===== src/rtl/sb_pkg.sv =====
package sb_pkg;
  localparam int WORD_W = 64;
  localparam int HALF_W = 32;
  localparam int CHK_W  = 7;
  localparam int CODE_N = HALF_W + CHK_W - 1;  // positions 1..38

  typedef enum logic [1:0] {
    ERR_NONE = 2'd0,
    ERR_CE   = 2'd1,
    ERR_UE   = 2'd2,
    ERR_PAR  = 2'd3
  } err_kind_e;

  // Hamming positions: check bits at powers of two, data elsewhere,
  // top check bit is overall parity over data and lower check bits.
  function automatic logic [CHK_W-1:0] ecc_gen(input logic [HALF_W-1:0] d);
    logic [CHK_W-1:0] c;
    int k;
    c = '0;
    k = 0;
    for (int p = 1; p <= CODE_N; p++) begin
      if ((p & (p - 1)) != 0) begin
        for (int i = 0; i < CHK_W - 1; i++)
          if (((p >> i) & 1) != 0) c[i] = c[i] ^ d[k];
        k++;
      end
    end
    c[CHK_W-1] = (^d) ^ (^c[CHK_W-2:0]);
    return c;
  endfunction

  // 0 clean, 1 single-bit, 2 multi-bit
  function automatic logic [1:0] ecc_class(input logic [HALF_W-1:0] d,
                                           input logic [CHK_W-1:0] c);
    logic [CHK_W-1:0] r;
    logic [CHK_W-2:0] syn;
    logic ovr;
    r   = ecc_gen(d);
    syn = r[CHK_W-2:0] ^ c[CHK_W-2:0];
    ovr = (^d) ^ (^c);
    if (ovr) return 2'd1;
    if (syn != '0) return 2'd2;
    return 2'd0;
  endfunction
endpackage


===== src/rtl/sb_word_check.sv =====
module sb_word_check
  import sb_pkg::*;
(
  input  logic [WORD_W-1:0]  data,
  input  logic [2*CHK_W-1:0] chk,
  output logic               ce,
  output logic               ue
);
  localparam int HALVES = WORD_W / HALF_W;
  logic [HALVES-1:0] ce_h, ue_h;

  for (genvar h = 0; h < HALVES; h++) begin : g_half
    logic [1:0] cls;
    assign cls     = ecc_class(data[h*HALF_W +: HALF_W], chk[h*CHK_W +: CHK_W]);
    assign ce_h[h] = (cls == 2'd1);
    assign ue_h[h] = (cls == 2'd2);
  end

  assign ue = |ue_h;
  assign ce = |ce_h;
endmodule


===== src/rtl/sb_priv_scan.sv =====
module sb_priv_scan #(
  parameter int ENTRIES = 8
) (
  input  logic [ENTRIES-1:0]   vld,
  input  logic [2*ENTRIES-1:0] ctl_flat,
  output logic [1:0]           top_priv
);
  always_comb begin
    logic [1:0] best;
    logic bad;
    best = 2'd0;
    bad  = 1'b0;
    for (int i = 0; i < ENTRIES; i++) begin
      if (vld[i]) begin
        if (ctl_flat[2*i +: 2] == 2'd3) bad = 1'b1;
        else if (ctl_flat[2*i +: 2] > best) best = ctl_flat[2*i +: 2];
      end
    end
    top_priv = bad ? 2'd3 : best;
  end
endmodule


===== src/rtl/sb_flush_timer.sv =====
module sb_flush_timer #(
  parameter int RATE_W = 16
) (
  input  logic              clk,
  input  logic              rst_n,
  input  logic              tick,
  input  logic [RATE_W-1:0] rate,
  output logic              fire
);
  logic [RATE_W-1:0] cnt_q;
  logic [RATE_W:0]   nxt;

  assign nxt  = {1'b0, cnt_q} + 1'b1;
  assign fire = tick && (nxt >= {1'b0, rate});

  always_ff @(posedge clk) begin
    if (!rst_n) cnt_q <= '0;
    else if (tick) cnt_q <= fire ? '0 : nxt[RATE_W-1:0];
  end

  assert_cnt_restart_R10: assert property (@(posedge clk) disable iff (!rst_n)
    fire |=> cnt_q == '0);
endmodule


===== src/rtl/rr_store_buffer.sv =====
module rr_store_buffer
  import sb_pkg::*;
#(
  parameter int ENTRIES = 8,
  parameter int ADDR_W  = 40,
  parameter int MASK_W  = 8,
  parameter int RATE_W  = 16
) (
  input  logic                     clk,
  input  logic                     rst_n,
  input  logic                     st_valid,
  output logic                     st_ready,
  input  logic                     st_is_alt,
  input  logic [ADDR_W-1:0]        st_addr,
  input  logic [MASK_W-1:0]        st_mask,
  input  logic [63:0]              st_data,
  input  logic [1:0]               st_ctl,
  input  logic                     inj_data_en,
  input  logic [6:0]               inj_mask,
  input  logic                     inj_par_en,
  input  logic                     en_ue,
  input  logic                     en_ce,
  input  logic                     flush_tick,
  input  logic [RATE_W-1:0]        flush_rate,
  input  logic                     err_clr,
  output logic                     st_done,
  output logic                     st_ok,
  output logic                     drain_valid,
  output logic [$clog2(ENTRIES)-1:0] drain_idx,
  output logic [ADDR_W-1:0]        drain_addr,
  output logic [MASK_W-1:0]        drain_mask,
  output logic [63:0]              drain_data,
  output logic                     stat_valid,
  output logic [1:0]               stat_kind,
  output logic [$clog2(ENTRIES)-1:0] stat_idx,
  output logic [1:0]               stat_priv,
  output logic                     stat_multi
);
  localparam int IDX_W = $clog2(ENTRIES);
  localparam int ECC_W = 2 * CHK_W;

  // slot storage
  logic [ENTRIES-1:0] vld_q, alt_q;
  logic [ADDR_W-1:0]  addr_q [ENTRIES];
  logic [MASK_W-1:0]  mask_q [ENTRIES];
  logic [WORD_W-1:0]  data_q [ENTRIES];
  logic [ECC_W-1:0]   ecc_q  [ENTRIES];
  logic [ENTRIES-1:0] par_q;
  logic [2*ENTRIES-1:0] ctl_q;

  logic [IDX_W-1:0] wr_ptr;
  logic             pend_q, pend_st_q, chk_go_q;
  logic [IDX_W-1:0] chk_idx_q;

  // staged store
  logic              ps_alt, ps_par;
  logic [ADDR_W-1:0] ps_addr;
  logic [MASK_W-1:0] ps_mask;
  logic [WORD_W-1:0] ps_data;
  logic [ECC_W-1:0]  ps_ecc;
  logic [1:0]        ps_ctl;

  // named internal events
  logic             store_take, tick_ok, flush_fire, purge_fire;
  logic             store_commit, err_hit, par_err, w_ce, w_ue;
  logic [1:0]       kind_now, scan_priv;
  logic [IDX_W-1:0] flush_slot;
  logic [CHK_W-1:0] inj_eff;
  logic [ECC_W-1:0] new_ecc;
  logic             new_par;

  assign store_take = st_valid && !pend_q;
  assign tick_ok    = flush_tick && !pend_q && !st_valid;
  assign flush_slot = wr_ptr + 1'b1;
  assign st_ready   = !pend_q;

  assign inj_eff = inj_data_en ? inj_mask : '0;
  assign new_ecc = {ecc_gen(st_data[63:32]) ^ inj_eff,
                    ecc_gen(st_data[31:0])  ^ inj_eff};
  assign new_par = (^{st_addr, st_mask}) ^ inj_par_en;

  sb_flush_timer #(.RATE_W(RATE_W)) u_timer (
    .clk(clk), .rst_n(rst_n), .tick(tick_ok), .rate(flush_rate),
    .fire(flush_fire));

  sb_word_check u_wchk (
    .data(data_q[chk_idx_q]), .chk(ecc_q[chk_idx_q]), .ce(w_ce), .ue(w_ue));

  sb_priv_scan #(.ENTRIES(ENTRIES)) u_scan (
    .vld(vld_q), .ctl_flat(ctl_q), .top_priv(scan_priv));

  assign par_err    = ^{addr_q[chk_idx_q], mask_q[chk_idx_q], par_q[chk_idx_q]};
  assign purge_fire = pend_q && chk_go_q;

  always_comb begin
    kind_now = ERR_NONE;
    if (purge_fire) begin
      if (par_err)            kind_now = ERR_PAR;
      else if (w_ue)          kind_now = en_ue ? ERR_UE : ERR_NONE;
      else if (w_ce && en_ce) kind_now = ERR_CE;
    end
  end

  assign err_hit      = (kind_now != ERR_NONE);
  assign store_commit = pend_q && pend_st_q && !err_hit;

  always_ff @(posedge clk) begin
    if (!rst_n) begin
      vld_q <= '0; alt_q <= '0; par_q <= '0; ctl_q <= '0;
      for (int i = 0; i < ENTRIES; i++) begin
        addr_q[i] <= '0; mask_q[i] <= '0; data_q[i] <= '0; ecc_q[i] <= '0;
      end
      wr_ptr <= '0; pend_q <= 1'b0; pend_st_q <= 1'b0; chk_go_q <= 1'b0;
      chk_idx_q <= '0;
      ps_alt <= 1'b0; ps_par <= 1'b0; ps_addr <= '0; ps_mask <= '0;
      ps_data <= '0; ps_ecc <= '0; ps_ctl <= '0;
      st_done <= 1'b0; st_ok <= 1'b0; drain_valid <= 1'b0; drain_idx <= '0;
      drain_addr <= '0; drain_mask <= '0; drain_data <= '0;
    end else begin
      st_done     <= 1'b0;
      drain_valid <= 1'b0;
      if (store_take) begin
        pend_q <= 1'b1; pend_st_q <= 1'b1;
        chk_go_q  <= vld_q[wr_ptr] && !alt_q[wr_ptr];
        chk_idx_q <= wr_ptr;
        ps_alt <= st_is_alt; ps_addr <= st_addr; ps_mask <= st_mask;
        ps_data <= st_data; ps_ecc <= new_ecc; ps_par <= new_par;
        ps_ctl <= st_ctl;
      end else if (flush_fire) begin
        pend_q <= 1'b1; pend_st_q <= 1'b0;
        chk_go_q  <= vld_q[flush_slot] && !alt_q[flush_slot];
        chk_idx_q <= flush_slot;
        wr_ptr    <= flush_slot;
      end
      if (pend_q) begin
        pend_q <= 1'b0;
        if (chk_go_q) begin
          vld_q[chk_idx_q] <= 1'b0;
          drain_valid <= 1'b1;
          drain_idx   <= chk_idx_q;
          drain_addr  <= addr_q[chk_idx_q];
          drain_mask  <= mask_q[chk_idx_q];
          drain_data  <= data_q[chk_idx_q];
        end
        if (pend_st_q) begin
          st_done <= 1'b1;
          st_ok   <= !err_hit;
        end
        if (store_commit) begin
          vld_q[chk_idx_q]  <= 1'b1;
          alt_q[chk_idx_q]  <= ps_alt;
          addr_q[chk_idx_q] <= ps_addr;
          mask_q[chk_idx_q] <= ps_mask;
          data_q[chk_idx_q] <= ps_data;
          ecc_q[chk_idx_q]  <= ps_ecc;
          par_q[chk_idx_q]  <= ps_par;
          ctl_q[2*chk_idx_q +: 2] <= ps_ctl;
          wr_ptr <= chk_idx_q + 1'b1;
        end
      end
    end
  end

  // error status register
  always_ff @(posedge clk) begin
    if (!rst_n) begin
      stat_valid <= 1'b0; stat_kind <= '0; stat_idx <= '0;
      stat_priv <= '0; stat_multi <= 1'b0;
    end else if (err_hit) begin
      if (stat_valid && !err_clr) stat_multi <= 1'b1;
      else begin
        stat_valid <= 1'b1; stat_kind <= kind_now; stat_idx <= chk_idx_q;
        stat_priv  <= (kind_now == ERR_PAR) ? scan_priv : 2'd0;
        stat_multi <= 1'b0;
      end
    end else if (err_clr) begin
      stat_valid <= 1'b0; stat_kind <= '0; stat_idx <= '0;
      stat_priv <= '0; stat_multi <= 1'b0;
    end
  end

  assert_ptr_step_R1: assert property (@(posedge clk) disable iff (!rst_n)
    store_commit |=> wr_ptr == IDX_W'($past(chk_idx_q) + 1'b1));

  assert_check_one_cycle_R2: assert property (@(posedge clk) disable iff (!rst_n)
    pend_q |=> !pend_q);

  assert_refusal_logged_R7: assert property (@(posedge clk) disable iff (!rst_n)
    (st_done && !st_ok) |-> stat_valid);

  assert_purged_gone_R8: assert property (@(posedge clk) disable iff (!rst_n)
    (purge_fire && err_hit) |=> !vld_q[$past(chk_idx_q)]);

  assert_alt_silent_R9: assert property (@(posedge clk) disable iff (!rst_n)
    (pend_q && alt_q[chk_idx_q]) |=> !drain_valid && $stable(stat_kind));

  assert_multi_needs_entry_R11: assert property (@(posedge clk) disable iff (!rst_n)
    stat_multi |-> stat_valid);
endmodule


===== config.mk =====
export PLATFORM = sky130hd
export DESIGN_NAME = rr_store_buffer
export DESIGN_NICKNAME = d
export VERILOG_FILES = /design/src/rtl/sb_pkg.sv /design/src/rtl/sb_word_check.sv /design/src/rtl/sb_priv_scan.sv /design/src/rtl/sb_flush_timer.sv /design/src/rtl/rr_store_buffer.sv
export SDC_FILE = /design/constraint.sdc
export NUM_CORES = 2
export LEC_CHECK = 0
export ABC_AREA = 1
export BUFFER_PORTS_ARGS = -buffer_cell sky130_fd_sc_hd__buf_2
export CAP_MARGIN = 20
export CELL_PAD_IN_SITES_DETAIL_PLACEMENT = 2
export CELL_PAD_IN_SITES_GLOBAL_PLACEMENT = 2
export CORE_MARGIN = 2
export CORE_UTILIZATION = 42
export DETAILED_ROUTE_END_ITERATION = 6
export PLACE_DENSITY_LB_ADDON = 0.1
export SYNTH_ARGS = -nofsm -noshare
export SYNTH_HDL_FRONTEND = slang
export SYNTH_SLANG_ARGS = --single-unit
export TNS_END_PERCENT = 20

===== constraint.sdc =====
create_clock -name clk -period 14.22 [get_ports clk]
set_input_delay 2.844 -clock clk [delete_from_list [all_inputs] [get_ports clk]]
set_output_delay 2.844 -clock clk [all_outputs]
set_load 0.005 [all_outputs]

==> results.md <==
| Metric | Value | Unit |
| --- | --- | --- |
| Critical path capture point type | flop | - |
| Number of ports placed on the die boundary | 275 | - |
| Buffers added on ports | 274 | - |
| Delay of the slowest cell on the worst path | 810 | ps |
| Crit Path Max Fanout | 63 | - |
| Net count after synthesis | 7810 | - |
| TritonCTS clock tree | yes | - |
| Post-route DRC | 0 | - |
| CTS buffer count | 153 | - |
| Number of cells upsized or downsized after cts | 0 | - |
| Post-synthesis async set-or-reset flop share | 0 | % |
| Starting density of the core | 42.3 | % |
| Pwr/cell area | 133 | nW/µm² |
| Area of the mapped netlist | 65200 | µm² |
| Non-filler cells in the finished layout | 9877 | - |
| Cell at the root of the clock tree | clkbuf_16 | - |
| Routed wire length | 263000 | µm |
| Dpl cells | 9589 | - |
| Tmin final | 8920 | ps |
| Clock latency on the worst-skew pair | 810 | ps |
| Number of register bits inferred by synthesis | 1333 | - |
| VDD IR-drop max | 0.000122 | V |
| Count of nets left with antenna violations after detail routing | 0 | - |
| Type of the worst setup path | flop to flop | - |
| Via count of the first global-routing pass | 61300 | - |
| Class of the tightest hold or removal check | flop to flop | - |
| Post-layout util | 47.3 | % |
| Initial antenna violation count | 11 | - |
| Most frequent cell on the critical path | nand2_1 | - |
| Overall via count from detail_route | 56100 | - |
| Fraction of final layout cells with drive strength greater than 1 | 7.73 | % |
| Routed length on met1 | 109000 | µm |
| Count of final max-slew check failures | 0 | - |
| Routed via count divided by cell count | 5.68 | - |
| Routability congestion estimate | 0.843 | - |
| Area Overhead vs Synth | 11.6 | % |
| Synthesis warning total | 0 | - |
| Proportion of synthesized chip area in sequential cells | 56.4 | % |
| Run status | finished, final reports clean | - |
| Core ar. | 154000 | µm² |
| Grt total ovfl | 0 | - |
| Avg Synthesized Cell Area | 8.56 | µm² |
| Netlist cell types | 48 | - |
| Clock Sink Count | 1333 | - |
| Clock Skews | 36.3 | ps |
| Number of hold buffers added after CTS | 0 | - |
| Detailed-placement wirelength estimate | 161000 | µm |
| Rows | 144 | - |
| Number of failing hold endpoints at the final stage | 0 | - |
| Routed met2 length | 130000 | µm |
| CTS clock-pin slew for the worst setup and hold paths | 60 | ps |
| Area of the die | 158000 | µm² |
| Number of optimization iterations in the first detailed-route pass | 5 | - |
| Final design area excluding fillers | 72800 | µm² |
| Worst Path Required | 14710 | ps |
| Highest-delay cell along the critical path | buf_4 | - |
| Wire length on met3 | 14600 | µm |
| Max-cap violations | 0 | - |
| Post-CTS setup buffers | 0 | - |
| Post-synth top flop | edfxtp_1 | - |
| Global-route wire length before repair | 392000 | µm |
| Net count, final | 7895 | - |
| RSZ-0062 raised after global routing | no | - |
| Worst hold margin | 467 | ps |
| Uppermost layer routed | met4 | - |
| Final Setup Violations | 0 | - |
| Data arrival time at the worst-slack endpoint | 9410 | ps |
| Cell area reported after detailed placement | 67900 | µm² |
| Timing-limited maximum frequency | 0.112 | GHz |
| Pin count of the biggest net entering global routing | 180 | - |
| CP Launch Type | flop | - |
| Synthesized instance count | 7618 | - |
| Tightest slew margin relative to the limit | 18.0 | % |
| Chip Width | 398 | µm |
| Chip height | 398 | µm |
| Per-cell routed wire length | 26.6 | µm |
| Lkg Pwr | 30.3 | nW |
| Actual transition at the worst max-transition pin | 1220 | ps |
| Clk buf depth | 3 | - |
| Depth of the CTS H-tree | 4 | - |
| Total global-route track usage | 32.9 | % |
| EDFF count, synth | 1008 | - |
| Sum of negative setup slack | 0 | ps |
| Period utilization | 62.7 | % |
| First-iteration detailed-routing DRC count | 4117 | - |
-- layer usage --
| metal | vias to the layer above | track usage [%] |
|---|---|---|
| met2 | 1722 | 56.8 |
| li1 | 25000 | - |
| met1 | 29000 | 42.5 |
| met5 | - | 0 |
| met4 | 0 | 11.6 |
| met3 | 460 | 4.06 |
-- kinds of logic after synthesis --
| family | Yosys count | share of synthesized area (%) |
|---|---|---|
| AO/OA/AOI/OAI | 1049 | 8.47 |
| XOR/XNOR | 309 | 4.19 |
| adder cells (fa/ha/maj) | 45 | 0.864 |
| buffers and inverters | 1085 | 7.02 |
| flip-flops | 1333 | 56.4 |
| multiplexers | 6 | 0.102 |
| AND/OR/NAND/NOR | 3791 | 23.0 |
-- stage by stage --
step	total power (W)	setup WS, ps
2_1_floorplan	0.00527	7160
3_3_place_gp	0.00571	5730
3_5_place_dp	0.00579	5590
4_1_cts	0.00970	5440
5_1_grt	0.00997	4860
6_report	0.00967	5300
-- cells in the mapped netlist, types with 36 or more instances --
cell type  instances  area share [%]
a21oi_1          276             2.1
buf_1             36            0.21
buf_2            193             1.5
clkbuf_1         143            0.82
clkinv_1         121            0.70
dfxtp_1          325              10
edfxtp_1        1008              46
ha_1              45            0.86
inv_1            533             3.1
nand2_1         1708             9.8
nand3_1          458             3.5
nor2_1          1574             9.1
o211ai_1          48            0.55
o21ai_0          467             3.6
o21ai_1          180             1.4
o22ai_1           46            0.44
xnor2_1          166             2.2
xor2_1           140             1.9
-- report_power, final --
part,leakage [nW],switching (W),internal (W)
registers,13.1,0.0000672,0.00432
logic,14.9,0.000992,0.000366
clock network,2.34,0.00170,0.00223
total,30.3,0.00275,0.00692
-- layout make-up --
class	count	area, µm²
multi-input combinational	5200	24000
inverter	662	2510
clock inverter	51	420
tap	2044	2560
clock buffer	231	4410
fill	16800	81300
sequential	1333	36800
antenna	3	7.51
timing repair buffer	353	2110
-- sequential cells by signal, summed over array words and instances, names as in the netlist, 16 cells and up, named ones only --
signal / count
data_q: 512
ps_data: 64
drain_addr: 40
drain_data: 64
u_timer.cnt_q: 16
ecc_q: 112
ps_addr: 40
mask_q: 64
ctl_q: 16
addr_q: 320
-- path summary, 6_finish.rpt --
path,start,endpoint,slack [ps],depth (start not counted)
hold reg to reg,st_ok,st_ok,470,2
setup / recovery,flop,data_q[5][57],5300,30
hold / removal,st_ok,st_ok,470,2
setup reg to reg,flop,data_q[5][57],5300,30
-- layout by cell type (no fill, tap or decap), types with 6 or more instances in the layout --
cell          n
inv_1       532
o221ai_1      6
a211oi_1      7
nand2_4      11
clkbuf_8     18
clkbuf_16   158
edfxtp_1   1008
o21ai_0     467
nand3_1     452
o21ai_1     180
ha_1         45
dfxtp_1     322
nand4_1      16
o211ai_1     48
a21oi_1     276
clkbuf_1     55
xnor2_1     166
o22ai_1      46
nand2_1    1700
clkinv_1    142
nor3_1       15
xor2_1      140
buf_4        69
clkinv_2     12
buf_2       273
buf_12        9
inv_6         7
nand3_4       8
nor2_1     1573
-- worst max-delay path: cells and delay by family (launching register included) --
kind / cells / cell delay (ps)
flops: 1 / 760
simple gates: 23 / 3030
compound gates: 1 / 760
buf+inv: 6 / 3780
Power figures use the tool's default switching activity.
